## src/rtl/usbpd_pkg.sv

```systemverilog
package usbpd_pkg;

  typedef enum logic [3:0] {
    ST_IDLE    = 4'b0000,
    ST_PID     = 4'b0001,
    ST_DLY1    = 4'b0010,
    ST_DLY2    = 4'b0011,
    ST_ADDR    = 4'b0100,
    ST_EP      = 4'b0101,
    ST_CRC     = 4'b0110,
    ST_PREDATA = 4'b0111,
    ST_DATA    = 4'b1000
  } seqState_e;

  typedef struct packed {
    logic start;
    logic finish;
    logic pidBit;
    logic pidLast;
    logic tokBit;
    logic addrBit;
    logic epBit;
    logic dataBit;
  } ctrlStrobe_t;

  localparam logic [3:0] P_OUT   = 4'b0001;
  localparam logic [3:0] P_IN    = 4'b1001;
  localparam logic [3:0] P_SOF   = 4'b0101;
  localparam logic [3:0] P_SETUP = 4'b1101;
  localparam logic [3:0] P_DATA0 = 4'b0011;
  localparam logic [3:0] P_DATA1 = 4'b1011;
  localparam logic [3:0] P_ACK   = 4'b0010;
  localparam logic [3:0] P_NAK   = 4'b1010;
  localparam logic [3:0] P_STALL = 4'b1110;
  localparam logic [3:0] P_PRE   = 4'b1100;

  localparam logic [5:0] C_SETUP     = 6'b000001;
  localparam logic [5:0] C_IN        = 6'b000010;
  localparam logic [5:0] C_OUT       = 6'b000011;
  localparam logic [5:0] C_SOF       = 6'b000100;
  localparam logic [5:0] C_PRE       = 6'b011000;
  localparam logic [5:0] C_ACK       = 6'b011001;
  localparam logic [5:0] C_NAK       = 6'b011010;
  localparam logic [5:0] C_STALL     = 6'b011011;
  localparam logic [5:0] C_INVALID   = 6'b011101;
  localparam logic [5:0] C_BAD       = 6'b011110;
  localparam logic [5:0] C_SETUP_STF = 6'b001001;
  localparam logic [5:0] C_IN_STF    = 6'b001010;
  localparam logic [5:0] C_OUT_STF   = 6'b001011;
  localparam logic [5:0] C_SOF_STF   = 6'b001100;
  localparam logic [5:0] C_D0_STF    = 6'b001101;
  localparam logic [5:0] C_D1_STF    = 6'b001110;
  localparam logic [5:0] C_SETUP_CRC = 6'b010001;
  localparam logic [5:0] C_IN_CRC    = 6'b010010;
  localparam logic [5:0] C_OUT_CRC   = 6'b010011;
  localparam logic [5:0] C_SOF_CRC   = 6'b010100;
  localparam logic [5:0] C_DATA_CRC  = 6'b010111;

  localparam int CRC5_W = 5;
  localparam int CRC16_W = 16;
  localparam logic [CRC5_W-1:0]  CRC5_POLY  = 5'h05;
  localparam logic [CRC5_W-1:0]  CRC5_RES   = 5'h0C;
  localparam logic [CRC16_W-1:0] CRC16_POLY = 16'h8005;
  localparam logic [CRC16_W-1:0] CRC16_RES  = 16'h800D;

endpackage

```

## src/rtl/usbpd_ctrl.sv

```systemverilog
module usbpd_ctrl
  import usbpd_pkg::*;
#(
  parameter int ADDR_W = 7,
  parameter int EP_W   = 4,
  parameter int PID_W  = 8
) (
  input  logic        clk,
  input  logic        rstN,
  input  logic        bitValid,
  input  logic        syncEnd,
  input  logic        pktEnd,
  input  logic        isToken,
  input  logic        isData,
  output seqState_e   state,
  output ctrlStrobe_t stb
);

  localparam int MAX_F = (ADDR_W > PID_W) ? ADDR_W : PID_W;
  localparam int CNT_W = $clog2(MAX_F);

  seqState_e  nxt;
  logic [CNT_W-1:0] cnt, cntNxt;

  always_comb begin
    stb    = '0;
    nxt    = state;
    cntNxt = cnt;
    if (pktEnd) begin
      stb.finish = 1'b1;
      nxt        = ST_IDLE;
    end else if (syncEnd) begin
      stb.start = 1'b1;
      nxt       = ST_PID;
      cntNxt    = '0;
    end else begin
      case (state)
        ST_PID: if (bitValid) begin
          stb.pidBit = 1'b1;
          if (cnt == CNT_W'(PID_W - 1)) begin
            stb.pidLast = 1'b1;
            nxt         = ST_DLY1;
            cntNxt      = '0;
          end else cntNxt = cnt + 1'b1;
        end
        ST_DLY1: nxt = ST_DLY2;
        ST_DLY2: nxt = isToken ? ST_ADDR : (isData ? ST_PREDATA : ST_IDLE);
        ST_ADDR: if (bitValid) begin
          stb.tokBit  = 1'b1;
          stb.addrBit = 1'b1;
          if (cnt == CNT_W'(ADDR_W - 1)) begin
            nxt    = ST_EP;
            cntNxt = '0;
          end else cntNxt = cnt + 1'b1;
        end
        ST_EP: if (bitValid) begin
          stb.tokBit = 1'b1;
          stb.epBit  = 1'b1;
          if (cnt == CNT_W'(EP_W - 1)) begin
            nxt    = ST_CRC;
            cntNxt = '0;
          end else cntNxt = cnt + 1'b1;
        end
        ST_CRC: if (bitValid) begin
          stb.tokBit = 1'b1;
          if (cnt == CNT_W'(CRC5_W - 1)) begin
            nxt    = ST_IDLE;
            cntNxt = '0;
          end else cntNxt = cnt + 1'b1;
        end
        ST_PREDATA: begin
          stb.dataBit = bitValid;
          nxt         = ST_DATA;
        end
        ST_DATA: stb.dataBit = bitValid;
        default: nxt = ST_IDLE;
      endcase
    end
  end

  always_ff @(posedge clk or negedge rstN) begin
    if (!rstN) begin
      state <= ST_IDLE;
      cnt   <= '0;
    end else begin
      state <= nxt;
      cnt   <= cntNxt;
    end
  end

endmodule

```

## src/rtl/usbpd_datapath.sv

```systemverilog
module usbpd_datapath
  import usbpd_pkg::*;
#(
  parameter int ADDR_W = 7,
  parameter int EP_W   = 4,
  parameter int WORD_W = 16,
  parameter int PID_W  = 8
) (
  input  logic              clk,
  input  logic              rstN,
  input  logic              bitData,
  input  logic              stuffErr,
  input  ctrlStrobe_t       stb,
  output logic              isToken,
  output logic              isData,
  output logic              statusValid,
  output logic [5:0]        statusCode,
  output logic [ADDR_W-1:0] addrOut,
  output logic [EP_W-1:0]   endpOut,
  output logic              dataValid,
  output logic [WORD_W-1:0] dataWord
);

  localparam int WC_W = $clog2(WORD_W);
  localparam int NIB  = PID_W / 2;

  logic [PID_W-1:0]   pidReg;
  logic               pidComplete, stuffSeen, inPkt, lastSetup;
  logic [ADDR_W-1:0]  addrSh;
  logic [EP_W-1:0]    epSh;
  logic [CRC5_W-1:0]  crc5;
  logic [CRC16_W-1:0] crc16;
  logic [WORD_W-1:0]  curWord, pendWord, nextWord;
  logic               pendFull;
  logic [WC_W-1:0]    wordCnt;
  logic [NIB-1:0]     nib;
  logic               pidOk, stuffNow, crc5Ok, crc16Ok;
  logic [5:0]         code;

  assign nib      = pidReg[NIB-1:0];
  assign pidOk    = pidComplete && (pidReg[PID_W-1:NIB] == ~nib);
  assign isToken  = pidOk && (nib == P_OUT || nib == P_IN || nib == P_SOF || nib == P_SETUP);
  assign isData   = pidOk && (nib == P_DATA0 || nib == P_DATA1);
  assign stuffNow = stuffSeen | stuffErr;
  assign crc5Ok   = (crc5 == CRC5_RES);
  assign crc16Ok  = (crc16 == CRC16_RES);
  assign nextWord = {bitData, curWord[WORD_W-1:1]};

  always_comb begin
    code = C_INVALID;
    if (pidOk) begin
      case (nib)
        P_SETUP: code = stuffNow ? C_SETUP_STF : (!crc5Ok ? C_SETUP_CRC : C_SETUP);
        P_IN:    code = stuffNow ? C_IN_STF    : (!crc5Ok ? C_IN_CRC    : C_IN);
        P_OUT:   code = stuffNow ? C_OUT_STF   : (!crc5Ok ? C_OUT_CRC   : C_OUT);
        P_SOF:   code = stuffNow ? C_SOF_STF   : (!crc5Ok ? C_SOF_CRC   : C_SOF);
        P_DATA0: code = stuffNow ? C_D0_STF : (!crc16Ok ? C_DATA_CRC : {1'b0, lastSetup, 4'b0101});
        P_DATA1: code = stuffNow ? C_D1_STF : (!crc16Ok ? C_DATA_CRC : {1'b0, lastSetup, 4'b0110});
        P_ACK:   code = C_ACK;
        P_NAK:   code = C_NAK;
        P_STALL: code = C_STALL;
        P_PRE:   code = C_PRE;
        default: code = C_BAD;
      endcase
    end
  end

  always_ff @(posedge clk or negedge rstN) begin
    if (!rstN) begin
      pidReg      <= '0;
      pidComplete <= 1'b0;
      stuffSeen   <= 1'b0;
      inPkt       <= 1'b0;
      lastSetup   <= 1'b0;
      addrSh      <= '0;
      epSh        <= '0;
      crc5        <= '1;
      crc16       <= '1;
      curWord     <= '0;
      pendWord    <= '0;
      pendFull    <= 1'b0;
      wordCnt     <= '0;
      statusValid <= 1'b0;
      statusCode  <= '0;
      addrOut     <= '0;
      endpOut     <= '0;
      dataValid   <= 1'b0;
      dataWord    <= '0;
    end else begin
      statusValid <= 1'b0;
      dataValid   <= 1'b0;
      if (stb.start) begin
        pidReg      <= '0;
        pidComplete <= 1'b0;
        stuffSeen   <= 1'b0;
        inPkt       <= 1'b1;
        crc5        <= '1;
        crc16       <= '1;
        pendFull    <= 1'b0;
        wordCnt     <= '0;
      end else begin
        stuffSeen <= stuffNow;
      end
      if (stb.pidBit)  pidReg <= {bitData, pidReg[PID_W-1:1]};
      if (stb.pidLast) pidComplete <= 1'b1;
      if (stb.addrBit) addrSh <= {bitData, addrSh[ADDR_W-1:1]};
      if (stb.epBit)   epSh   <= {bitData, epSh[EP_W-1:1]};
      if (stb.tokBit)
        crc5 <= {crc5[CRC5_W-2:0], 1'b0} ^ ((bitData ^ crc5[CRC5_W-1]) ? CRC5_POLY : '0);
      if (stb.dataBit) begin
        crc16   <= {crc16[CRC16_W-2:0], 1'b0} ^ ((bitData ^ crc16[CRC16_W-1]) ? CRC16_POLY : '0);
        curWord <= nextWord;
        wordCnt <= wordCnt + 1'b1;
        if (wordCnt == WC_W'(WORD_W - 1)) begin
          pendWord <= nextWord;
          pendFull <= 1'b1;
          if (pendFull) begin
            dataValid <= 1'b1;
            dataWord  <= pendWord;
          end
        end
      end
      if (stb.finish && inPkt) begin
        inPkt       <= 1'b0;
        statusValid <= 1'b1;
        statusCode  <= code;
        lastSetup   <= (code == C_SETUP);
        if (code == C_SETUP || code == C_IN || code == C_OUT) begin
          addrOut <= addrSh;
          endpOut <= epSh;
        end
      end
    end
  end

endmodule

```

## src/rtl/usb_pkt_status_decoder.sv

```systemverilog
module usb_pkt_status_decoder
  import usbpd_pkg::*;
#(
  parameter int ADDR_W = 7,
  parameter int EP_W   = 4,
  parameter int WORD_W = 16
) (
  input  logic              clk,
  input  logic              rstN,
  input  logic              bitValid,
  input  logic              bitData,
  input  logic              syncEnd,
  input  logic              pktEnd,
  input  logic              stuffErr,
  output logic              statusValid,
  output logic [5:0]        statusCode,
  output logic [ADDR_W-1:0] addrOut,
  output logic [EP_W-1:0]   endpOut,
  output logic              dataValid,
  output logic [WORD_W-1:0] dataWord,
  output logic [3:0]        seqState
);

  seqState_e   stateW;
  ctrlStrobe_t stbW;
  logic        isTokenW, isDataW;

  usbpd_ctrl #(.ADDR_W(ADDR_W), .EP_W(EP_W)) uCtrl (
    .clk(clk), .rstN(rstN), .bitValid(bitValid), .syncEnd(syncEnd), .pktEnd(pktEnd),
    .isToken(isTokenW), .isData(isDataW), .state(stateW), .stb(stbW)
  );

  usbpd_datapath #(.ADDR_W(ADDR_W), .EP_W(EP_W), .WORD_W(WORD_W)) uDp (
    .clk(clk), .rstN(rstN), .bitData(bitData), .stuffErr(stuffErr), .stb(stbW),
    .isToken(isTokenW), .isData(isDataW), .statusValid(statusValid),
    .statusCode(statusCode), .addrOut(addrOut), .endpOut(endpOut),
    .dataValid(dataValid), .dataWord(dataWord)
  );

  assign seqState = stateW;

endmodule

```

## config.mk

```make
export PLATFORM = sky130hd
export DESIGN_NAME = usb_pkt_status_decoder
export DESIGN_NICKNAME = d
export VERILOG_FILES = /design/src/rtl/usbpd_pkg.sv /design/src/rtl/usbpd_ctrl.sv /design/src/rtl/usbpd_datapath.sv /design/src/rtl/usb_pkt_status_decoder.sv
export SDC_FILE = /design/constraint.sdc
export NUM_CORES = 1
export LEC_CHECK = 0
export BUFFER_PORTS_ARGS = -buffer_cell sky130_fd_sc_hd__buf_4
export CORE_UTILIZATION = 50
export CTS_BUF_LIST = sky130_fd_sc_hd__clkbuf_8
export DETAILED_ROUTE_END_ITERATION = 10
export PLACE_DENSITY = 0.66
export SLEW_MARGIN = 0
export SYNTH_ARGS = -nofsm -noshare
export SYNTH_HDL_FRONTEND = slang
export SYNTH_SLANG_ARGS = --single-unit
export TNS_END_PERCENT = 1
```

## constraint.sdc

```tcl
create_clock -name clk -period 2.5 [get_ports clk]
set_input_delay 0.125 -clock clk [delete_from_list [all_inputs] [get_ports clk]]
set_output_delay 0.125 -clock clk [all_outputs]
set_load 0.02 [all_outputs]
```

==> results.md, run 1 <==
- The worst min-delay path class is input port to register.
- The setup slack after layout is between 0.2 and 0.3 ns.
- The total leakage power is slightly above 3 nW.
- The total placed cells including tap cells is 625.
- The run finished with clean final reports.
- After routing, the total negative slack on setup checks comes to 0 ns.
- The CTS H-tree depth is 4.
- The fraction of the yosys area taken by sequential cells is between 50% and 60%.
- Buffers added to address setup during post-CTS repair amount to 0.
- By area the synthesized netlist is led by dfrtp_1 47%, dfstp_2 10%, mux2_1 7.4%, mux2_2 6.9%, nor2_1 3.9%.
- The count of TritonRoute iterations in the first routing pass is 4.
- The final wirelength is slightly below 10 mm.
- Entering global routing, the biggest net connects slightly below 60 pins.
- The mapped cell area is approximately 5400 sq um.
- Clock latency on the worst-skew pair, taken at its later pin, is approximately 0.43 ns.
- The share of synthesized registers carrying an async set or reset is 100%.
- The maximum clock frequency is around 450 MHz.
- The number of filler cells placed in the layout is approximately 870.
- Total power for the finished layout comes to between 4 and 5 mW.
- The register-to-register path setup slack is ~0.26 ns.
- Once the clock tree was built, the resizer swapped 0 gates to a different size.
- For the worst setup path, the data arrival time is 2.55 ns.
- The total inserted antenna cells is 0.
- The final clock period utilization by the worst path is slightly below 90%.
- After synthesis, the largest area contributor takes up a little under half of total cell area.
- The number of distinct library cells after synthesis is between 50 and 60.
- dfrtp_1 takes more of the synthesized area than any other cell.
- For the final database, setup skew stands at between 0.01 and 0.015 ns.
- For this run, the leading register cell type out of synthesis is dfrtp_1.
- The beginning of the critical path is uDp.pidReg[2].
- Setup violations remaining at the end of the flow were counted as 0.
- In the final routing, the length of wire on met1 measures roughly 4.8 mm.
- The critical path data required time is 2.81 ns.
- The endpoint identified for the worst register-to-register timing path is uCtrl.state[0].
- The number of antenna violations at the first check in global routing is 0.
- Once the floorplan was initialized, standard cells occupied between 50 and 60% of the core.
- The share of layout cells above drive strength 1 is between 20 and 30%.
- The number of maximum-capacitance violations is 0.
- The reg-to-reg startpoint is uDp.pidReg[2].
- The worst hold path stage count is 5.
- Yosys printed 0 warnings.
- The relative slew slack is 59.2%.
- The largest buffer count on any clock path is 2.
- The remaining antenna violation count after routing is 0.
- The number of synthesized flops with an enable pin is 0.
- IR analysis of the VDD net gives a maximum drop of between 500 and 600 uV.
- The total via count in the routed design is around 3600.
- The HPWL reported at the end of detailed placement is between 6 and 7 mm.
- The worst setup path is of the register to register kind.
- The DRC violation total after the first TritonRoute iteration is about 240.
- In this run the core area contains 37 standard-cell rows.
- The cell family contributing the most delay on the critical path is simple AND/OR/NAND/NOR gates.
- The synthesis-to-layout area growth is 18.2%.
- TritonCTS built the clock tree.
- At the pin with the least slew margin, the transition time is between 0.6 and 0.7 ns.
- The number of max-slew violations in the final report is 0.
- The mean area per synthesized cell is between 10 and 15 sq um.
- Along the worst path, the maximum fanout reaches 8.
- The detail-routed via count per cell is 5.38.
- The die footprint is about 11000 sq um.
- In this run the horizontal extent of the chip is about 110 microns.
- Setup repair after global routing left no endpoint under its margin.
- The total congestion overflow is 0.
- After clock tree synthesis, the flow added hold-fix buffers numbering 6.
- The total met3 wirelength after detailed routing is ~350 microns.
- The port buffer count is 44.
- 46 I/O pins were placed.
- Synthesis produced a netlist whose cell count is around 460.
- The wire length of the first global-routing pass is 17.0 mm.
- The critical path runs through a total of 5 cells.
- CTS saw 121 sinks.
- The total area inside the core boundary comes to between 10000 and 15000 sq um.
- On the worst path, the slowest cell contributes a delay of roughly 0.55 ns.
- The minimum period implied by the final worst setup slack is between 2 and 2.5 ns.
- The routed wire length per instance is around 15 microns.
- The number of hold violations in the final report is 0.
- The uppermost metal layer occupied by signal nets is met4.
- The end point of the critical path is uCtrl.state[0].
- The final routed DRC violation total is 0.
- The cell seen most often among critical-path stages is or4_1.
- For this run, the post-layout net count is approximately 530.
- The die is ~110 microns tall.
- Leaving out filler cells and counting taps, the final layout contains 663.
- The number of nets handed over by synthesis was about 480.
- TritonCTS created 17 clock buffers.
- In this run the clock root is driven by a clkbuf_8.
- The launching element type of the critical path is a register.
- Counting both buffers and inverters, the worst setup path holds a total of 0.
- The cell depth of the worst flop-to-flop path is 5.
- The number of global-route vias before repair is 3491.
- The clock transition time at the flip-flop clock pins of the worst setup and hold paths is about 0.070 ns.
- The last weighted congestion value of the routability-driven placer is just over 0.8.
- The signal on the critical path passes through xor2_1 > nand3_1 > or4_1 > or4_1 > a311oi_1.
- The worst setup path is captured at a register.
- The highest-delay cell along the critical path is dfrtp_1.
- The worst slack at placement is between 0.3 and 0.4 ns.
- After synthesis the netlist holds a flip-flop and latch count of approximately 120.
- Summed over all nets, wire length on met2 after detailed routing comes to about 4.6 mm.
- The total routing resource utilization after global routing is around a fifth.
- For this design the ratio of total power to cell area is approximately 650 nW/um^2.
## worst reg2reg max path, stage by stage (launching register included)
cell and delay, ns:
dfrtp_1 0.55, xor2_1 0.19, nand3_1 0.16, or4_1 0.49
or4_1 0.42, a311oi_1 0.31
## layout by cell type, fill, tap and decap left out, types with 4 or more instances in the layout
| cell type | instances |
|---|---|
| a21oi_1 | 25 |
| buf_4 | 50 |
| bufinv_16 | 5 |
| clkbuf_8 | 17 |
| dfrtp_1 | 100 |
| dfstp_2 | 21 |
| dlygate4sd3_1 | 6 |
| ha_1 | 7 |
| inv_1 | 18 |
| mux2_1 | 35 |
| mux2_2 | 33 |
| nand2_1 | 19 |
| nand2b_1 | 6 |
| nand3_1 | 13 |
| nand4_1 | 4 |
| nor2_1 | 55 |
| nor2b_1 | 5 |
| nor3_1 | 6 |
| o21ai_0 | 20 |
| o21ai_1 | 7 |
| xnor2_1 | 6 |
| xor2_1 | 4 |
## synth_stat cells (all sizes together) (3+ instances only)
cell type,count
dfrtp,100
mux2,68
nor2,56
o21ai,27
a21oi,25
dfstp,21
nand2,20
inv,18
buf,14
nand3,13
clkbuf,12
ha,7
nand2b,6
nor2b,6
nor3,6
xnor2,6
nand4,4
xor2,4
and2,3
and3,3
nor4,3
nor4b,3
o211ai,3
## final cells by class
type | instances | area [sq um] | share of cell area (%)
flip-flops and latches | 121 | 3050 | 48.3
multi-input cells | 298 | 2110 | 33.3
repair buffers | 58 | 475 | 7.51
clock buffers | 17 | 234 | 3.70
clock inverters | 15 | 223 | 3.52
well taps | 136 | 170 | 2.69
inverters | 18 | 67.6 | 1.07
## flip-flops by register name, indices dropped and copies added, names as in the netlist, 5 cells and up
| signal | cells |
|---|---|
| uDp.addrOut | 7 |
| uDp.addrSh | 7 |
| uDp.crc16 | 16 |
| uDp.crc5 | 5 |
| uDp.curWord | 15 |
| uDp.dataWord | 16 |
| uDp.pendWord | 16 |
| uDp.pidReg | 8 |
| uDp.statusCode | 5 |
## through the flow
stage	hold slack [ns]	utilization [%]	area [sq um]
2_1_floorplan	-0.171	-	5350
3_3_place_gp	0.151	56.1	5810
3_5_place_dp	0.156	56.1	5810
4_1_cts	0.137	61.0	6330
5_1_grt	0.196	61.0	6330
6_report	0.167	61.0	6330
## worst min-delay path by stage
stage	from	end	slack (ns)
after floorplan	rstN	uCtrl.cnt[0]	-0.17
after global placement	rstN	uCtrl.cnt[1]	0.15
after detailed placement	rstN	uCtrl.cnt[1]	0.16
after CTS	bitValid	uCtrl.cnt[0]	0.14
after global routing	bitValid	uCtrl.cnt[0]	0.20
final	bitValid	uCtrl.cnt[0]	0.17
## power breakdown
| part | internal [mW] | total (mW) | switching, mW |
|---|---|---|---|
| Clock | 1.19 | 1.98 | 0.793 |
| Sequential | 1.97 | 1.98 | 0.00906 |
| Combinational | 0.0472 | 0.145 | 0.0976 |
| Total | 3.20 | 4.10 | 0.899 |
## cell families after synthesis
| group | share of synthesized area, % |
|---|---|
| other | 0.0700 |
| AO/OA/AOI/OAI | 8.69 |
| multiplexers | 14.5 |
| AND/OR/NAND/NOR | 12.8 |
| XOR/XNOR | 1.64 |
| adder cells (fa/ha/maj) | 1.64 |
| flip-flops | 57.0 |
| buffers and inverters | 3.62 |
## layer usage
| layer | global-route usage [%] | up-vias |
|---|---|---|
| met5 | 0 | - |
| met4 | 8.35 | 0 |
| met3 | 4.58 | 11 |
| met2 | 30.3 | 56 |
| met1 | 27.3 | 1786 |
| li1 | - | 1715 |
Power figures use the tool's default switching activity.
==> run 2, diff against run 1 <==
--- a/config.mk
+++ b/config.mk
@@ -6,10 +6,10 @@
 export NUM_CORES = 1
 export LEC_CHECK = 0
 export BUFFER_PORTS_ARGS = -buffer_cell sky130_fd_sc_hd__buf_4
-export CORE_UTILIZATION = 50
+export CORE_UTILIZATION = 62
 export CTS_BUF_LIST = sky130_fd_sc_hd__clkbuf_8
 export DETAILED_ROUTE_END_ITERATION = 10
-export PLACE_DENSITY = 0.66
+export PLACE_DENSITY = 0.79
 export SLEW_MARGIN = 0
 export SYNTH_ARGS = -nofsm -noshare
 export SYNTH_HDL_FRONTEND = slang
==> results.md, run 2 (synthesized netlist as in run 1, its figures left out) <==
- The post-place instance area is 5790 sq um.
- The count of TritonRoute iterations in the first routing pass is 4.
- Setup repair after global routing left no endpoint under its margin.
- Clock latency on the worst-skew pair, taken at its later pin, is between 0.4 and 0.5 ns.
- The final clock period utilization by the worst path is 89.2%.
- The number of clock sinks is about 120.
- In the global route stage, overall resource usage came out at about 25%.
- The clock transition time at the flip-flop clock pins of the worst setup and hold paths is around 0.080 ns.
- The sort of element at the end of the critical path is a register.
- Summed over all layers, the global routing overflow is 0.
- The largest registers in the layout are uDp.crc16 (16), uDp.dataWord (16), uDp.pendWord (16).
- The clock network burns between 40 and 50% of the power.
- The routed wire length per instance is approximately 16 microns.
- Once the floorplan was initialized, standard cells occupied approximately 65% of the core.
- Once routing completed, OpenROAD measured the worst setup slack at around 0.27 ns.
- The number of antenna diodes in the final layout is 0.
- VDD sags by at most between 400 and 500 uV.
- The number of max-slew violations in the final report is 0.
- The placeable core region is between 8000 and 9000 sq um.
- The worst setup path is launched from a register.
- The most frequent standard cell in the layout excluding fill and tap cells is dfrtp_1.
- The post-CTS setup buffer count is 0.
- The switching share of power is 26.4%.
- The minimum period implied by the final worst setup slack is 2.23 ns.
- The power share of the combinational group is ~3.8%.
- The analysis attributes to net switching a power of 1.02 mW.
- The endpoint arrival time on the critical path is between 2 and 3 ns.
- The number of hold violations in the final report is 0.
- The largest clock skew in the final design is approximately 0.014 ns.
- In this run the worst path has a maximum fanout of 12.
- The remaining antenna violation count after routing is 0.
- Buffers inserted to repair hold after CTS numbered 5.
- The vertical extent of the die is roughly 95 microns.
- The number of filler cells placed in the layout is ~550.
- By startpoint and endpoint, the worst setup path is classified as register to register.
- Setup violations remaining at the end of the flow were counted as 0.
- The number of placed I/O pins is 46.
- The clock passes through at most 2 buffers.
- For the pin with the worst max-slew slack, the measured transition is 0.576 ns.
- The critical path data required time is roughly 2.8 ns.
- The post-layout instance area is 6230 sq um.
- The post-cts gate resize count is 0.
- Internal power comes to 2.84 mW.
- The die footprint is roughly 9000 sq um.
- After detailed routing, the number of remaining DRC violations is 0.
- Entering global routing, the biggest net connects 57 pins.
- Timing analysis after detailed placement gives a worst setup slack of ~0.27 ns.
- Static timing analysis puts the maximum clock frequency at ~450 MHz.
- The number of global-route vias before repair is ~3600.
- The clock tree from TritonCTS is built.
- The DRC violation total after the first TritonRoute iteration is between 200 and 250.
- The first global-routing pass estimated approximately 17 mm of wire.
- For the worst flop-to-flop path, the logic depth is 6.
- CTS built an H-tree with a depth of 4.
- The design draws between 3 and 4 mW.
- The sequential group share of total power is ~51%.
- Counting the buffers created by CTS gives 17.
- Clock tree synthesis selected as its root buffer the cell clkbuf_8.
- The number of antenna violations at the first check in global routing was 0.
- Cells with a size suffix above 1 make up between 20 and 30% of the layout.
- The path class of the tightest hold or removal check is input port to register.
- Measured against its own limit, the worst slew margin works out to about three fifths.
- The initialized floorplan defines 33 standard-cell rows.
- The setup TNS is 0 ns.
- The HPWL reported at the end of detailed placement is between 6 and 7 mm.
- Dividing total power by cell area gives a power density of just over 600 nW/um^2.
- The final-layout worst hold slack is 0.158 ns.
- The top cell types in the final layout, fill and taps aside, are 100 x dfrtp_1, 55 x nor2_1, 52 x buf_4, 35 x mux2_1, 33 x mux2_2.
- The run finished with clean final reports.
- Port buffering added 44 buffers.
- The total leakage power is about 3.0 nW.
- The overall die width is between 90 and 100 microns.
- The net total in the final layout is 529.
- The last weighted congestion value of the routability-driven placer is 0.857.
- The final wirelength is approximately 10 mm.
- The worst hold path was traced through 5 stages.
- The detail-routed via count per cell is 5.69.
- The total via count in the routed design is around 3600.
- The number of maximum-capacitance violations is 0.
- From synthesis to final layout, the design area changed by 16.3%.
run 2: changes by cell type in the layout (fill, tap and decap cells not counted):
cell / change
bufinv_16: -4
inv_6: +4
inv_8: +3
buf_4: +2
clkinv_2: -1
clkinv_4: -1
dlygate4sd3_1: -1
inv_1: -1
run 2: final timing paths:
kind	startpoint	slack (ns)	end
hold reg to reg	uDp.pendWord[3]	0.49	uDp.dataWord[3]
setup reg to reg	uDp.crc16[2]	0.27	uDp.endpOut[3]
max in group asynchronous	rstN	1.50	uDp.crc16[15]
min in group asynchronous	rstN	0.20	uCtrl.cnt[0]
setup / recovery	uDp.crc16[2]	0.27	uDp.endpOut[3]
hold / removal	bitValid	0.16	uCtrl.cnt[0]
run 2: through the flow:
step	utilization, %	std cells
finish	75.0	633
CTS	75.0	633
floorplan	-	463
global route	75.0	633
detailed placement	69.8	596
global placement	69.8	596
run 2: worst max-delay path: stages (launching register included):
cell	delay [ns]
dfstp_2	0.54
nor4bb_1	0.26
nand4_1	0.17
a311oi_1	0.41
nand4_1	0.15
buf_4	0.23
mux2_1	0.33
run 2: area by class of cell:
type / instances / area [sq um] / area share (%)
clock buffers: 17 / 234 / 3.76
clock inverters: 15 / 154 / 2.47
inverters: 18 / 67.6 / 1.08
multi-input cells: 298 / 2110 / 33.8
flip-flops and latches: 121 / 3050 / 49.0
well taps: 105 / 131 / 2.11
repair buffers: 59 / 480 / 7.72
run 2: power by group through the flow:
stage,Combinational (mW),Sequential [mW],Clock (mW)
final,0.145,1.98,1.73
after global routing,0.164,1.98,1.85
after CTS,0.147,1.98,1.76
after detailed placement,0.140,2.01,0
after global placement,0.137,2.01,0
after floorplan,0.0649,2.01,0
run 2: per-layer routing:
layer / wire [microns] / global-route usage [%] / vias to the layer above / part of all wire, %
met4: 149 / 11.0 / 0 / 1.5
met1: 4770 / 34.9 / 1765 / 47
met5: 0 / 0 / - / 0
li1: - / - / 1718 / -
met3: 442 / 7.09 / 16 / 4.3
met2: 4820 / 37.8 / 103 / 47
